[config.mk]
export PLATFORM = sky130hd
export DESIGN_NAME = tmrif_top
export DESIGN_NICKNAME = d
export VERILOG_FILES = /design/src/rtl/tmrif_pkg.sv /design/src/rtl/tmrif_half.sv /design/src/rtl/tmrif_irq.sv /design/src/rtl/tmrif_regs.sv /design/src/rtl/tmrif_top.sv
export SDC_FILE = /design/constraint.sdc
export NUM_CORES = 1
export LEC_CHECK = 0
export ABC_CLOCK_PERIOD_IN_PS = 2800
export BUFFER_PORTS_ARGS = -buffer_cell sky130_fd_sc_hd__buf_2
export CORE_AREA = 2 2 132 134
export CTS_BUF_LIST = sky130_fd_sc_hd__clkbuf_8
export DETAILED_ROUTE_END_ITERATION = 10
export DIE_AREA = 0 0 134 136
export HOLD_SLACK_MARGIN = 0.03
export PLACE_DENSITY = 0.76
export SETUP_SLACK_MARGIN = 0.15
export SYNTH_ARGS = -nofsm -noshare
export SYNTH_HDL_FRONTEND = slang
export SYNTH_SLANG_ARGS = --single-unit
export TNS_END_PERCENT = 20
[constraint.sdc]
create_clock -name clk -period 2.8 [get_ports clk]
set_clock_uncertainty 0.15 [all_clocks]
set_input_delay 0.56 -clock clk [delete_from_list [all_inputs] [get_ports clk]]
set_output_delay 0.56 -clock clk [all_outputs]
set_load 0.01 [all_outputs]
[src/rtl/tmrif_pkg.sv]
package tmrif_pkg;
    localparam int ADDR_W = 8;
    localparam int DATA_W = 32;
    localparam int HALF_W = DATA_W / 2;
    localparam int IX_W   = ADDR_W - 2;
    localparam int NEV    = 3;

    // event bit positions
    localparam int EV_MAT = 0;
    localparam int EV_OVF = 1;
    localparam int EV_CAP = 2;

    localparam logic [DATA_W-1:0] CFG_MASK = 32'h0000_033D;
    localparam logic [DATA_W-1:0] CTL_MASK = 32'h0000_7FFF;
    localparam int SRST_BIT   = 1;
    localparam int POSTED_BIT = 2;

    // word indices (byte offset / 4)
    localparam logic [IX_W-1:0] IX_ID   = 6'd0;
    localparam logic [IX_W-1:0] IX_CFG  = 6'd4;
    localparam logic [IX_W-1:0] IX_SYS  = 6'd5;
    localparam logic [IX_W-1:0] IX_ISR  = 6'd6;
    localparam logic [IX_W-1:0] IX_IER  = 6'd7;
    localparam logic [IX_W-1:0] IX_WER  = 6'd8;
    localparam logic [IX_W-1:0] IX_CTL  = 6'd9;
    localparam logic [IX_W-1:0] IX_CNT  = 6'd10;
    localparam logic [IX_W-1:0] IX_RLD  = 6'd11;
    localparam logic [IX_W-1:0] IX_TRG  = 6'd12;
    localparam logic [IX_W-1:0] IX_WPS  = 6'd13;
    localparam logic [IX_W-1:0] IX_MAT  = 6'd14;
    localparam logic [IX_W-1:0] IX_CAP1 = 6'd15;
    localparam logic [IX_W-1:0] IX_IFC  = 6'd16;
    localparam logic [IX_W-1:0] IX_CAP2 = 6'd17;

    typedef struct packed {
        logic cfg;
        logic isr;
        logic ier;
        logic wer;
        logic ctl;
        logic cnt;
        logic rld;
        logic trg;
        logic mat;
        logic ifc;
    } wsel_t;

    function automatic wsel_t decode_wr(input logic [IX_W-1:0] ix, input logic we);
        wsel_t s;
        s.cfg = we && (ix == IX_CFG);
        s.isr = we && (ix == IX_ISR);
        s.ier = we && (ix == IX_IER);
        s.wer = we && (ix == IX_WER);
        s.ctl = we && (ix == IX_CTL);
        s.cnt = we && (ix == IX_CNT);
        s.rld = we && (ix == IX_RLD);
        s.trg = we && (ix == IX_TRG);
        s.mat = we && (ix == IX_MAT);
        s.ifc = we && (ix == IX_IFC);
        return s;
    endfunction
endpackage

[src/rtl/tmrif_half.sv]
module tmrif_half
    import tmrif_pkg::*;
(
    input  logic              clk,
    input  logic              rst,
    input  logic              srst,
    input  logic              bus_sel,
    input  logic              bus_wr,
    input  logic              bus_half,
    input  logic [ADDR_W-1:0] bus_addr,
    input  logic [DATA_W-1:0] bus_wdata,
    input  logic [DATA_W-1:0] word_rd,
    output logic              acc_we,
    output logic [IX_W-1:0]   acc_ix,
    output logic [DATA_W-1:0] acc_wdata,
    output logic [DATA_W-1:0] bus_rdata
);
    logic [HALF_W-1:0] wbuf_q;
    logic [HALF_W-1:0] rlat_q;
    logic hi_sel;
    logic lo_half_wr;
    logic lo_half_rd;
    logic unused_addr0;

    assign unused_addr0 = bus_addr[0];
    assign hi_sel     = bus_addr[1];
    assign acc_ix     = bus_addr[ADDR_W-1:2];
    assign lo_half_wr = bus_sel && bus_wr && bus_half && !hi_sel;
    assign lo_half_rd = bus_sel && !bus_wr && bus_half && !hi_sel;

    // a low-half write only fills the buffer; everything else commits
    assign acc_we    = bus_sel && bus_wr && !(bus_half && !hi_sel);
    assign acc_wdata = bus_half ? {bus_wdata[HALF_W-1:0], wbuf_q} : bus_wdata;

    always_comb begin
        bus_rdata = '0;
        if (bus_sel && !bus_wr) begin
            if (!bus_half)
                bus_rdata = word_rd;
            else if (!hi_sel)
                bus_rdata = {{HALF_W{1'b0}}, word_rd[HALF_W-1:0]};
            else
                bus_rdata = {{HALF_W{1'b0}}, rlat_q};
        end
    end

    always_ff @(posedge clk) begin
        if (rst || srst) begin
            wbuf_q <= '0;
            rlat_q <= '0;
        end else begin
            if (lo_half_wr) wbuf_q <= bus_wdata[HALF_W-1:0];
            if (lo_half_rd) rlat_q <= word_rd[DATA_W-1:HALF_W];
        end
    end
endmodule

[src/rtl/tmrif_irq.sv]
module tmrif_irq
    import tmrif_pkg::*;
(
    input  logic           clk,
    input  logic           rst,
    input  logic           srst,
    input  logic           isr_we,
    input  logic           ier_we,
    input  logic           wer_we,
    input  logic [NEV-1:0] wbits,
    input  logic [NEV-1:0] ev,
    output logic [NEV-1:0] status_q,
    output logic [NEV-1:0] ien_q,
    output logic [NEV-1:0] wen_q,
    output logic           irq,
    output logic           wkup
);
    logic [NEV-1:0] st_nx;

    for (genvar i = 0; i < NEV; i++) begin : g_ev
        // an enabled event wins over a simultaneous write-one-to-clear
        assign st_nx[i] = (ev[i] && ien_q[i]) ? 1'b1 :
                          (isr_we && wbits[i]) ? 1'b0 : status_q[i];
    end

    always_ff @(posedge clk) begin
        if (rst || srst) begin
            status_q <= '0;
            ien_q    <= '0;
            wen_q    <= '0;
        end else begin
            status_q <= st_nx;
            if (ier_we) ien_q <= wbits;
            if (wer_we) wen_q <= wbits;
        end
    end

    always_ff @(posedge clk) begin
        if (rst) wkup <= 1'b0;
        else     wkup <= |(ev & wen_q);
    end

    assign irq = |status_q;
endmodule

[src/rtl/tmrif_regs.sv]
module tmrif_regs
    import tmrif_pkg::*;
#(
    parameter logic [DATA_W-1:0] ID_VAL = 32'h21
) (
    input  logic              clk,
    input  logic              rst,
    input  logic              acc_we,
    input  logic [IX_W-1:0]   acc_ix,
    input  logic [DATA_W-1:0] acc_wdata,
    input  logic [NEV-1:0]    status_q,
    input  logic [NEV-1:0]    ien_q,
    input  logic [NEV-1:0]    wen_q,
    input  logic [DATA_W-1:0] cnt_in,
    input  logic [DATA_W-1:0] cap1_in,
    input  logic [DATA_W-1:0] cap2_in,
    output wsel_t             wsel,
    output logic              srst,
    output logic [DATA_W-1:0] word_rd,
    output logic [DATA_W-1:0] cfg_q,
    output logic [DATA_W-1:0] ctl_q,
    output logic [DATA_W-1:0] rld_q,
    output logic [DATA_W-1:0] mat_q,
    output logic              posted_q
);
    localparam int PADW = DATA_W - NEV;

    assign wsel = decode_wr(acc_ix, acc_we);
    assign srst = (wsel.cfg || wsel.ifc) && acc_wdata[SRST_BIT];

    always_ff @(posedge clk) begin
        if (rst || srst) begin
            cfg_q    <= '0;
            ctl_q    <= '0;
            rld_q    <= '0;
            mat_q    <= '0;
            posted_q <= 1'b1;
        end else begin
            if (wsel.cfg) cfg_q    <= acc_wdata & CFG_MASK;
            if (wsel.ctl) ctl_q    <= acc_wdata & CTL_MASK;
            if (wsel.rld) rld_q    <= acc_wdata;
            if (wsel.mat) mat_q    <= acc_wdata;
            if (wsel.ifc) posted_q <= acc_wdata[POSTED_BIT];
        end
    end

    always_comb begin
        unique case (acc_ix)
            IX_ID:   word_rd = ID_VAL;
            IX_CFG:  word_rd = cfg_q;
            IX_SYS:  word_rd = 32'd1;
            IX_ISR:  word_rd = {{PADW{1'b0}}, status_q};
            IX_IER:  word_rd = {{PADW{1'b0}}, ien_q};
            IX_WER:  word_rd = {{PADW{1'b0}}, wen_q};
            IX_CTL:  word_rd = ctl_q;
            IX_CNT:  word_rd = cnt_in;
            IX_RLD:  word_rd = rld_q;
            IX_TRG:  word_rd = '1;
            IX_WPS:  word_rd = '0;
            IX_MAT:  word_rd = mat_q;
            IX_CAP1: word_rd = cap1_in;
            IX_IFC:  word_rd = {{(DATA_W-3){1'b0}}, posted_q, 2'b00};
            IX_CAP2: word_rd = cap2_in;
            default: word_rd = '0;
        endcase
    end
endmodule

[src/rtl/tmrif_top.sv]
module tmrif_top
    import tmrif_pkg::*;
#(
    parameter logic [31:0] ID_VAL = 32'h21
) (
    input  logic        clk,
    input  logic        rst,
    input  logic        bus_sel,
    input  logic        bus_wr,
    input  logic        bus_half,
    input  logic [7:0]  bus_addr,
    input  logic [31:0] bus_wdata,
    output logic [31:0] bus_rdata,
    input  logic [2:0]  ev_in,
    input  logic [31:0] cnt_in,
    input  logic [31:0] cap1_in,
    input  logic [31:0] cap2_in,
    output logic        irq,
    output logic        wkup,
    output logic        soft_rst,
    output logic        cnt_load,
    output logic [31:0] cnt_wdata,
    output logic        trig_load,
    output logic        capt_rearm,
    output logic [31:0] cfg_q,
    output logic [31:0] ctrl_q,
    output logic [31:0] reload_q,
    output logic [31:0] match_q,
    output logic        posted_q
);
    logic              acc_we;
    logic [IX_W-1:0]   acc_ix;
    logic [DATA_W-1:0] acc_wdata;
    logic [DATA_W-1:0] word_rd;
    wsel_t             wsel;
    logic              srst;
    logic [NEV-1:0]    status_q, ien_q, wen_q;

    tmrif_half u_half (
        .clk(clk), .rst(rst), .srst(srst),
        .bus_sel(bus_sel), .bus_wr(bus_wr), .bus_half(bus_half),
        .bus_addr(bus_addr), .bus_wdata(bus_wdata), .word_rd(word_rd),
        .acc_we(acc_we), .acc_ix(acc_ix), .acc_wdata(acc_wdata),
        .bus_rdata(bus_rdata)
    );

    tmrif_regs #(.ID_VAL(ID_VAL)) u_regs (
        .clk(clk), .rst(rst), .acc_we(acc_we), .acc_ix(acc_ix),
        .acc_wdata(acc_wdata), .status_q(status_q), .ien_q(ien_q),
        .wen_q(wen_q), .cnt_in(cnt_in), .cap1_in(cap1_in),
        .cap2_in(cap2_in), .wsel(wsel), .srst(srst), .word_rd(word_rd),
        .cfg_q(cfg_q), .ctl_q(ctrl_q), .rld_q(reload_q), .mat_q(match_q),
        .posted_q(posted_q)
    );

    tmrif_irq u_irq (
        .clk(clk), .rst(rst), .srst(srst),
        .isr_we(wsel.isr), .ier_we(wsel.ier), .wer_we(wsel.wer),
        .wbits(acc_wdata[NEV-1:0]), .ev(ev_in),
        .status_q(status_q), .ien_q(ien_q), .wen_q(wen_q),
        .irq(irq), .wkup(wkup)
    );

    assign soft_rst   = srst;
    assign cnt_load   = wsel.cnt;
    assign cnt_wdata  = acc_wdata;
    assign trig_load  = wsel.trg;
    assign capt_rearm = wsel.isr && acc_wdata[EV_CAP];
endmodule

Word-level counts from Yosys, hierarchy flattened
Cells that the tools add are included.
- word-level logic and storage cells: 74
- bits in registers: 129
- input port bits: 144
- reduce and logical (&&, ||, !) cells: 36
- bitwise operators: 1
- mux-type cells: 11
- equality and inequality tests: 13
- operator list (kind ; number):
    case mux 32 bit (14 select lines) ; 1
    two-way mux 32 bit ; 3
    == test 6 x 4 -> 1 bit (second input constant) ; 7
    logical AND 1 bit ; 25
    == test 6 x 3 -> 1 bit (second input constant) ; 4
    two-way mux 16 bit ; 1
    == test 6 x 5 -> 1 bit (second input constant) ; 2
    logical NOT 6 bit ; 1
    two-way mux 1 bit ; 6
    nonzero test 2 bit ; 3
    OR reduction 3 bit ; 2
    bitwise AND 3 bit ; 1
    logical NOT 1 bit ; 3
    logical OR 1 bit ; 2

Longest topological paths before layout
Gate-level depths: netlist of run 1.
- depth after elaboration: 8
- mapped depth: 9
- gate-level depth less buffers: 5

Modules after synthesis
A second synthesis of run 1 with hierarchy kept.
- cell total of the unflattened synthesis: 941
- area total of the unflattened synthesis: 8061.5 µm²
- by module, submodules not included (module ; area an instance (µm²) ; sequential area each (µm²) ; cells each ; instances):
    tmrif_regs ; 5047.3 ; 1741.7 ; 635 ; 1
    tmrif_half ; 2605.0 ; 640.6 ; 269 ; 1
    tmrif_irq ; 402.9 ; 200.2 ; 36 ; 1
    tmrif_top ; 6.3 ; 0.0 ; 1 ; 1

Worst setup path after synthesis of run 1
OpenSTA, ideal clock, no wires.
- kind: input port to output port
- from: input bus_addr[4]
- to: output bus_rdata[10]
- setup slack: -0.007 ns
- required time: 2.090 ns
- stages on the path: 8
- data arrival time: 2.097 ns
- cells stage by stage: buf_4 > buf_4 > nor2_1 > mux2i_1 > nand3_2 > or3_1 > buf_2 > o221ai_1
- word-level cells in the longest chain between the ends: 5
- elaborated cells on any way between the ends: 18
- those cells by class: eq/ne: 13; mux: 4; reduce/logical: 1
- ends and longest elaborated chain (element ; RTL line ; RTL):
    start: declaration ; tmrif_top.sv:11 ; input logic [7:0] bus_addr,
    == test 6 x 5 -> 1 bit (tied with other cells) ; tmrif_regs.sv:48 ; unique case (acc_ix)
    case mux 32 bit (14 select lines) (*) ; tmrif_regs.sv:48 ;
    two-way mux 16 bit ; tmrif_half.sv:40 ; else if (!hi_sel)
    two-way mux 32 bit (*) ; tmrif_half.sv:38 ; if (!bus_half)
    two-way mux 32 bit (*) ; tmrif_half.sv:37 ; if (bus_sel && !bus_wr) begin
    end: declaration ; tmrif_top.sv:13 ; output logic [31:0] bus_rdata,
Mark *: on every way between the ends. The rest lies on a longest branch, timed or not.

Worst setup path in the final report of run 1
- from: input bus_addr[7]
- to: output bus_rdata[0]
Same word-level chain as after synthesis.

==> results of run 1 <==
[logic make-up (layout without fill, tap and decap cells)]
logic type | Yosys count | count (layout) | synth area share (%)
flip-flops | 129 | 129 | 35.3
AND/OR/NAND/NOR | 272 | 272 | 17.6
buffers and inverters | 156 | 499 | 12.3
other | 1 | 42 | 0.0512
multiplexers | 52 | 52 | 7.30
XOR/XNOR | 2 | 2 | 0.239
AO/OA/AOI/OAI | 246 | 246 | 27.2
[per-stage QoR]
step                setup WS, ns  total power, mW  setup TNS, ns  utilization [%]
finish                    -0.118             4.48         -0.708             62.5
global placement          -0.293             2.53          -7.16             57.2
global route              -0.122             4.60          -1.82             62.5
detailed placement        -0.280             2.54          -6.77             57.2
floorplan              0.0000335             2.24              0                -
CTS                      -0.0733             4.47         -0.621             61.7
[cell type report]
type,instances,area [µm²]
clock inverter,12,204
clock buffer,20,275
fill,1466,6330
sequential,129,2580
multi-input combinational,614,4230
inverter,32,120
tap,225,282
timing repair buffer,435,2860
[per-layer routing]
layer / wire length (µm) / vias up / track usage (%)
met5: 0 / - / 0
met2: 13900 / 515 / 51.7
met1: 12100 / 3824 / 41.2
met3: 2650 / 68 / 5.56
met4: 832 / 0 / 10.4
li1: - / 3757 / -
[state kept, by name, indices dropped and copies added, names as in the netlist, 7 cells and up]
| register | cells |
|---|---|
| u_half.rlat_q | 16 |
| u_half.wbuf_q | 16 |
| u_regs.cfg_q | 7 |
| u_regs.ctl_q | 15 |
| u_regs.mat_q | 32 |
| u_regs.rld_q | 32 |
[cell usage after synthesis (3+ instances only)]
library cell  instances  area share [%]
nor2_1              137             7.0
or3_1                 3            0.26
clkbuf_1             18            0.92
a222oi_1             11             1.5
o221ai_1              6            0.72
a22o_1                9             1.1
buf_2                38             2.6
a211oi_1             72             7.4
nand3_1               4            0.27
a221oi_1             13             1.6
buf_6                 6            0.92
mux2i_1              41             5.6
buf_1                 3            0.15
a211oi_2             36             6.2
dfxtp_1             129              35
a22oi_1              39             4.0
buf_4                59             6.1
a32oi_1               6            0.72
nor3_1                4            0.27
nand2_1              62             3.2
a221o_1               3            0.41
a21oi_1              35             2.4
and2_1               12             1.0
mux2_2               11             1.7
o21ai_0               8            0.55
nor2b_1              10            0.85
inv_1                32             1.6
and3_1               20             1.7
nand2b_1              3            0.26
[worst paths after layout]
check | end | slack (ns) | depth (start not counted)
worst max-delay path | bus_rdata[0] | -0.12 | 9
worst min register to register | u_half.wbuf_q[4]$_SDFFE_PP0P_ | 0.31 | 2
worst min-delay path | u_irq.wkup$_SDFF_PP0_ | 0.13 | 2
worst max register to register | u_regs.ctl_q[12]$_SDFFE_PP0P_ | 1.02 | 6
[critical path, delay by kind of cell]
| family | cells | cell delay (ns) |
|---|---|---|
| compound gates | 3 | 0.47 |
| buf+inv | 4 | 0.57 |
| simple gates | 2 | 0.60 |
[power by group through the flow]
stage / combinational, mW / clock, mW / sequential [mW]
detailed placement: 0.633 / 0 / 1.91
floorplan: 0.341 / 0 / 1.90
global placement: 0.628 / 0 / 1.91
global route: 0.723 / 2.01 / 1.87
CTS: 0.658 / 1.95 / 1.86
finish: 0.682 / 1.94 / 1.86
[timing repair]
item                                    CTS  global route
gates resized for setup                  55            27
buffers inserted                          6             3
cloned                                    1             0
hold buffers                              0             0
pin swaps                                21            19
hold endpoints to repair                  0             0
endpoints found under the setup margin   33            33
==> impl_metrics.ini, run 1 <==
[run_status]
result_of_the_run = finished with violations
failing_checks = setup timing

[route]
number_of_detailed_routing_iterations_run_before_antenna_repair = 5
via_count = 8164
drc = 0
viasPerCell = 5.57
wl_per_cell_um = 20.1
drt_wl_total_mm = 29.5
drt-initial-drc-count = 812
detail-route-antenna-nets = 0

[grt]
maximum_number_of_pins_on_one_net_before_global_route_repair = 59
global_route_wire_length_before_repair_mm = 43.3
first_global_vias = 7366
globalRouteTotalUtil_pct = 31.2
antenna_found_initial = 0
remaining_global_route_overflow = 0

[synthesis]
synth-main-ff-cell = dfxtp_1
seq_area_frac_synth_pct = 35.3
synth_enable_flop_cells = 0
mappedNetlistArea_mm2 = 0.00732
syn-instance-count = 858
ys_seq_elements = 129
yosysWarnings = 0
syn_area_per_cell_um2 = 8.53
yosysUniqueCellTypes = 50
ys_async_sr_fraction_pct = 0

[floorplan]
die_area_mm2 = 0.0182
core_region_area_mm2 = 0.0169
ioPinCount = 343
fp.dieH_um = 136
row_cnt = 48
initial_core_util_pct = 43.4
fp.dieW_um = 134

[power]
worst_ir_drop_vdd_mv = 0.337
power_density_mw_per_mm2 = 425
leakage_nw = 4.68
power_report.internal_total_mw = 3.29
netSwitchingPower_mw = 1.19
clock_power_share_pct = 43.2
p_seq_share_pct = 41.6
power.switching_fraction_pct = 26.6
logic_pwr_share_pct = 15.2

[finish]
layout_common_cells = buf_2, nor2_1, dfxtp_1
layout.cells.most_common = buf_2
final_cell_area_mm2 = 0.0105
num_antenna_cells = 0
layout-drive-gt1-share_pct = 45.8
final_standard_cell_count_with_taps_included_and_fillers_excluded = 1467
areaGrowthSynthToFinish_pct = 44.1
final_nets = 1373

[min_path]
min-delay-path-class = input port to flop
hold_path.startpoint = rst

[placed_design]
instance_area_at_placement_mm2 = 0.00965
dpl.hpwl_mm = 22.6
buffer_ports.inserted = 299
place_inst = 1425
place_congestion = 0.911

[clock_network]
cts-root-buf = clkbuf_8
cts_sinks = 129
tritoncts_clock_tree = done
numCtsBuffers = 17
cts_buffer_depth = 2
htree_num_levels = 4
clk_transition_reported_paths_ns = 0.07
worst_skew_pair.late_latency_ns = 0.45

[critical_path]
worstSetupStartpointType = input port
critical_path.reg2reg.startpoint = u_half.wbuf_q[1]$_SDFFE_PP0P_
critical-path-slowest-cell = nor4b_4
cp-startpoint = bus_addr[7]
cp_data_required_time_ns = 2.09
worst-path-max-fanout = 7
timing.setup.critical_path_class = input port to output port
timing.critical_path.to_type = output port
path_common_cell = buf_8
cp_slowest_stage_delay_ns = 0.35
crit_chain = buf_12 -> buf_8 -> nor4b_4 -> and2_4 -> buf_8 -> a22o_1 -> a221oi_2 -> a32oi_1 -> buf_2
crit_arrival_ns = 2.21

[sta]
hold_violations = 0
unrepaired_setup_endpoints_after_global_routing = true
worst_slack_ns = -0.118
headroom_to_the_max_slew_limit_pct = 55.2
whs_ns = 0.130
slew_viol_final = 0
fmax_ghz = 0.343
timing.final.crit_share_pct = 104
final.min_clock_period_ns = 2.92
setup_viol_count_final = 18
worst_pin_slew_ns = 0.670

[job]
drv.max_cap_violation_count = 0
No activity file was read; power rests on OpenSTA's default activity.
==> run 2, diff against run 1 <==
--- a/config.mk
+++ b/config.mk
@@ -5,14 +5,15 @@
 export SDC_FILE = /design/constraint.sdc
 export NUM_CORES = 1
 export LEC_CHECK = 0
+export ABC_AREA = 1
 export ABC_CLOCK_PERIOD_IN_PS = 2800
-export BUFFER_PORTS_ARGS = -buffer_cell sky130_fd_sc_hd__buf_2
 export CORE_AREA = 2 2 132 134
 export CTS_BUF_LIST = sky130_fd_sc_hd__clkbuf_8
 export DETAILED_ROUTE_END_ITERATION = 10
 export DIE_AREA = 0 0 134 136
+export DONT_BUFFER_PORTS = 1
+export GPL_ROUTABILITY_DRIVEN = 0
 export HOLD_SLACK_MARGIN = 0.03
-export PLACE_DENSITY = 0.76
 export SETUP_SLACK_MARGIN = 0.15
 export SYNTH_ARGS = -nofsm -noshare
 export SYNTH_HDL_FRONTEND = slang
==> impl_metrics.ini, run 2 <==
[power]
leakage_nw = 3.82
power_mw = 3.86
power_density_mw_per_mm2 = 439
worst_ir_drop_vdd_mv = 0.269

[sta]
unrepaired_setup_endpoints_after_global_routing = true
headroom_to_the_max_slew_limit_pct = 40.7
setup_viol_count_final = 0
final.setup.tns_ns = 0
final.min_clock_period_ns = 2.73
slew_viol_final = 0
timing.final.crit_share_pct = 97.5
fmax_ghz = 0.366
worst_pin_slew_ns = 0.880
hold_violations = 0

[placed_design]
buffer_ports.inserted = 0
instance_area_at_placement_mm2 = 0.00801
place_inst = 1476
dpl.hpwl_mm = 22.1

[route]
met3_wirelength_mm = 2.97
top_layer = met4
drc = 0
dr_wl_met2_mm = 13.3
drt-initial-drc-count = 848
detail-route-antenna-nets = 0
drt_wl_total_mm = 29.5
via_count = 8027
route.layer.met1.wl_mm = 12.5
wl_per_cell_um = 19.4
number_of_detailed_routing_iterations_run_before_antenna_repair = 5
viasPerCell = 5.28

[synthesis]
yosysWarnings = 0
yosysUniqueCellTypes = 28
synth_largest_area_cell = dfxtp_1
synth_enable_flop_cells = 0
synthDominantCellAreaShare_pct = 35.2
synth-main-ff-cell = dfxtp_1
mappedNetlistArea_mm2 = 0.00734
syn_area_per_cell_um2 = 6.02
ys_async_sr_fraction_pct = 0
seq_area_frac_synth_pct = 35.2
synth_most_common_cell = nand2_1
ys_seq_elements = 129
syn-instance-count = 1218
yosys-top-cells-area = dfxtp_1, nand2_1, a21oi_1
synth.cells.most_frequent = nand2_1, a21oi_1, dfxtp_1

[finish]
largest_registers = u_regs.mat_q x32, u_regs.rld_q x32
layout-drive-gt1-share_pct = 17.5
layout.cells.most_common = nand2_1
layout.area.seq_mm2 = 0.00258
final_nets = 1427
layout_common_cells = nand2_1, a21oi_1, dfxtp_1
num_antenna_cells = 0
areaGrowthSynthToFinish_pct = 19.8
final_cell_area_mm2 = 0.00879
multi_input_area_mm2 = 0.00429
final_standard_cell_count_with_taps_included_and_fillers_excluded = 1520
final_core_utilization_pct = 52.1
fill_cells = 1807

[grt]
first_global_vias = 7083
maximum_number_of_pins_on_one_net_before_global_route_repair = 72
antenna_found_initial = 0
global_route_wire_length_before_repair_mm = 43.1
remaining_global_route_overflow = 0
globalRouteTotalUtil_pct = 31.3

[clock_network]
cts-root-buf = clkbuf_8
worst_skew_pair.late_latency_ns = 0.46
cts_sinks = 129
cts_buffer_depth = 2
htree_num_levels = 4
tritoncts_clock_tree = done
clk_transition_reported_paths_ns = 0.09
numCtsBuffers = 17

[critical_path]
timing.setup.critical_path_class = input port to output port
worst-path-max-fanout = 14
timing.critical_path.to_type = output port
worstSetupStartpointType = input port
crit_arrival_ns = 2.02
r2r.worst_path.cells = 6
cp_data_required_time_ns = 2.09

[run_status]
result_of_the_run = complete, no violations

[floorplan]
fp.dieW_um = 134
row_cnt = 48
die_area_mm2 = 0.0182
initial_core_util_pct = 43.5
ioPinCount = 343
fp.dieH_um = 136
core_region_area_mm2 = 0.0169

[job]
drv.max_cap_violation_count = 0

[min_path]
number_of_stages_on_the_worst_hold_path = 2
min-delay-path-class = input port to flop
==> run 2: cell count changes after synthesis, moves of 13 or more <==
cell	delta
nand2_1	+533
a21oi_1	+159
nor2_1	-83
a211oi_1	-72
mux2i_1	-41
a211oi_2	-36
a22oi_1	-36
nand3_1	+32
and3_1	-20
o21ai_0	+15
a221oi_1	-13
==> run 2: final cells by class <==
| class | instances | share of cell area (%) |
|---|---|---|
| multi-input combinational | 975 | 48.8 |
| sequential | 129 | 29.4 |
| timing repair buffer | 110 | 11.9 |
| tap | 225 | 3.20 |
| clock buffer | 17 | 2.66 |
| inverter | 49 | 2.19 |
| clock inverter | 14 | 1.74 |
| timing repair inverter | 1 | 0.0569 |
==> run 2: routing by layer <==
metal,up-vias,global-route usage [%]
li1,3900,-
met1,3660,42.9
met2,418,48.8
met3,49,7.79
met4,0,9.10
met5,-,0
==> run 2: per-stage QoR <==
step	setup slack, ns	hold WS, ns
2_1_floorplan	0.332	0.286
3_3_place_gp	-0.0831	0.293
3_5_place_dp	-0.0973	0.297
4_1_cts	0.0983	0.0586
5_1_grt	0.0180	0.0730
6_report	0.0702	0.0765
==> run 2: final timing paths <==
path / end / start / slack [ns]
max reg2reg: u_irq.ien_q[2]$_SDFFE_PP0P_ / u_half.wbuf_q[2]$_SDFFE_PP0P_ / 0.96
min reg2reg: u_half.wbuf_q[2]$_SDFFE_PP0P_ / u_half.wbuf_q[2]$_SDFFE_PP0P_ / 0.31
max: bus_rdata[28] / bus_addr[2] / 0.07
min: u_irq.wkup$_SDFF_PP0_ / rst / 0.08
==> run 2: power by group <==
group / leakage (nW) / internal (mW) / total (mW) / switching (mW)
clock network: 0.191 / 0.798 / 1.63 / 0.828
logic: 2.59 / 0.105 / 0.386 / 0.281
registers: 1.04 / 1.84 / 1.85 / 0.00557
total: 3.82 / 2.74 / 3.86 / 1.11
==> run 2: logic make-up after synthesis <==
group	synth area share, %
other cells	0.0511
buf+inv	11.3
flops	35.2
simple gates	37.4
compound gates	16.0
==> run 2: what timing repair did <==
| action | CTS | global route |
|---|---|---|
| endpoints found under the hold margin | 0 | 0 |
| hold buffers | 0 | 0 |
| pin swaps | 9 | 25 |
| cloned | 1 | 2 |
| endpoints found under the setup margin | 32 | 32 |
| resized for setup | 31 | 41 |
| setup buffers | 3 | 7 |
==> run 2: critical path, stage by stage <==
cell and delay (ns):
inv_1 0.04, nor2_2 0.18, nand3_2 0.18, inv_2 0.14
buf_4 0.20, buf_4 0.23, a21oi_1 0.11, a21oi_1 0.22
buf_4 0.16
==> run 3, diff against run 2 <==
--- a/config.mk
+++ b/config.mk
@@ -7,10 +7,10 @@
 export LEC_CHECK = 0
 export ABC_AREA = 1
 export ABC_CLOCK_PERIOD_IN_PS = 2800
-export CORE_AREA = 2 2 132 134
+export CORE_MARGIN = 2
+export CORE_UTILIZATION = 36
 export CTS_BUF_LIST = sky130_fd_sc_hd__clkbuf_8
 export DETAILED_ROUTE_END_ITERATION = 10
-export DIE_AREA = 0 0 134 136
 export DONT_BUFFER_PORTS = 1
 export GPL_ROUTABILITY_DRIVEN = 0
 export HOLD_SLACK_MARGIN = 0.03
==> impl_metrics.ini, run 3 (synthesized netlist as in run 2, its figures left out) <==
[route]
detail-route-antenna-nets = 0
viasPerCell = 5.21
drt_wl_total_mm = 31.4
drc = 0
wl_per_cell_um = 20.3
drt-initial-drc-count = 740
number_of_detailed_routing_iterations_run_before_antenna_repair = 6
via_count = 8055

[clock_network]
cts-root-buf = clkbuf_8
numCtsBuffers = 17
htree_num_levels = 4
post_cts_hold_buffer_count = 0
tritoncts_clock_tree = done
cts_buffer_depth = 2
worst_skew_pair.late_latency_ns = 0.44
cts_sinks = 129
clk_transition_reported_paths_ns = 0.08

[floorplan]
initial_core_util_pct = 36.5
row_cnt = 52
ioPinCount = 343
fp.dieW_um = 147
fp.dieH_um = 147
core_region_area_mm2 = 0.0201
die_area_mm2 = 0.0215

[grt]
antenna_found_initial = 1
global_route_wire_length_before_repair_mm = 45.4
maximum_number_of_pins_on_one_net_before_global_route_repair = 58
first_global_vias = 7319
globalRouteTotalUtil_pct = 27.9
remaining_global_route_overflow = 0

[critical_path]
critical_path.reg2reg.startpoint = u_half.wbuf_q[2]$_SDFFE_PP0P_
cp_slowest_stage_delay_ns = 0.19
critical_path.top_delay_family = simple AND/OR/NAND/NOR gates
worstReg2RegEnd = u_regs.rld_q[2]$_SDFFE_PP0P_
timing.critical_path.to_type = output port
cp_data_required_time_ns = 2.09
crit_chain = nor2_4 -> buf_6 -> nand2_2 -> nor2_4 -> buf_12 -> buf_16 -> nand2_1 -> nand2_1 -> nor2_1 -> nand2_1 -> nand2_1 -> a21oi_2 -> buf_4
worstPathBufferInverterCount = 4
setup.worst_path.end = bus_rdata[9]
critical-path-slowest-cell = a21oi_2
r2r.worst_path.cells = 6
worst-path-max-fanout = 7
timing.setup.critical_path_class = input port to output port
register_to_register_setup_slack_ns = 0.84
path_common_cell = nand2_1
worstSetupStartpointType = input port
timing.critical_path.depth = 13
crit_arrival_ns = 2.00
cp-startpoint = bus_addr[7]

[sta]
final.setup.tns_ns = 0
unrepaired_setup_endpoints_after_global_routing = true
worst_slack_ns = 0.0891
headroom_to_the_max_slew_limit_pct = 38.1
setup_viol_count_final = 0
timing.final.crit_share_pct = 96.8
final.min_clock_period_ns = 2.71
slew_viol_final = 0
hold_violations = 0
fmax_ghz = 0.369
worst_pin_slew_ns = 0.919

[finish]
areaGrowthSynthToFinish_pct = 16.0
fill_cells = 2200
layout.cells.most_common = nand2_1
layout_common_cells = nand2_1, a21oi_1, dfxtp_1
final_core_utilization_pct = 42.3
layout-drive-gt1-share_pct = 12.7
layout.area.seq_mm2 = 0.00258
final_nets = 1405
multi_input_area_mm2 = 0.00415
largest_registers = u_regs.mat_q x32, u_regs.rld_q x32
final_standard_cell_count_with_taps_included_and_fillers_excluded = 1545

[power]
power_mw = 3.75
leakage_nw = 3.67
power_density_mw_per_mm2 = 440
worst_ir_drop_vdd_mv = 0.247

[job]
drv.max_cap_violation_count = 0

[placed_design]
buffer_ports.inserted = 0
dpl.hpwl_mm = 23.4
place_inst = 1504
place_worst_setup_slack_ns = 0.0433

[min_path]
min-delay-path-class = input port to flop

[run_status]
result_of_the_run = complete, no violations
## run 3: cell count changes in the layout (fill, tap and decap cells not counted), moves of 3 or more
cell,previous run,this run
inv_6,6,2
nand3_2,5,1
nand2_2,22,5
nor2_1,44,50
nand2_1,573,592
nand3_1,31,35
inv_4,1,4
a21oi_1,174,186
nor2_2,14,10
a21oi_2,20,8
buf_4,90,72
## run 3: how the worst min path moves through the flow
stage	slack (ns)	cells after the start	end	startpoint
finish	0.1	2	u_irq.wkup$_SDFF_PP0_	rst
global route	0.07	2	u_irq.wkup$_SDFF_PP0_	rst
CTS	0.07	2	u_irq.wkup$_SDFF_PP0_	rst
detailed placement	0.30	2	u_half.wbuf_q[2]$_SDFFE_PP0P_	u_half.wbuf_q[2]$_SDFFE_PP0P_
global placement	0.29	2	u_half.wbuf_q[2]$_SDFFE_PP0P_	u_half.wbuf_q[2]$_SDFFE_PP0P_
floorplan	0.29	2	u_half.wbuf_q[2]$_SDFFE_PP0P_	u_half.wbuf_q[2]$_SDFFE_PP0P_
## run 3: per-layer routing
layer	vias up	routed length, µm	GRT usage [%]
li1	3863	-	-
met1	3653	12600	36.5
met2	467	14100	43.3
met3	72	3520	8.51
met4	0	1090	10.9
met5	-	0	0
## run 3: cell type report
cell class	count	area share [%]
well taps	270	3.97
flip-flops and latches	129	30.3
multi-input cells	975	48.7
diodes	1	0.0294
repair buffers	89	10.3
inverters	49	2.28
clock buffers	19	3.07
clock inverters	13	1.32
## run 3: report_power, final
group / switching [mW] / internal [mW] / leakage, nW
clock network: 0.789 / 0.748 / 0.199
registers: 0.00573 / 1.84 / 1.04
logic: 0.272 / 0.0929 / 2.43
## run 3: worst reg2reg max path, cell delays in order (launching register included)
cell and delay (ns):
dfxtp_1 0.31, or2_2 0.28, o21ai_0 0.34, inv_1 0.37, buf_4 0.26, nand2_1 0.06
a21oi_1 0.06
## run 3: stage by stage
stage / hold slack, ns / area (µm²)
2_1_floorplan: 0.286 / 7490
3_3_place_gp: 0.294 / 7930
3_5_place_dp: 0.301 / 7930
4_1_cts: 0.0715 / 8420
5_1_grt: 0.0727 / 8510
6_report: 0.0997 / 8510
## run 3: timing repair
action / 4_1_cts / 5_1_grt
setup buffers: 3 / 1
endpoints found under the setup margin: 23 / 32
pin swaps: 2 / 2
gates cloned: 2 / 2
gates resized for setup: 14 / 11
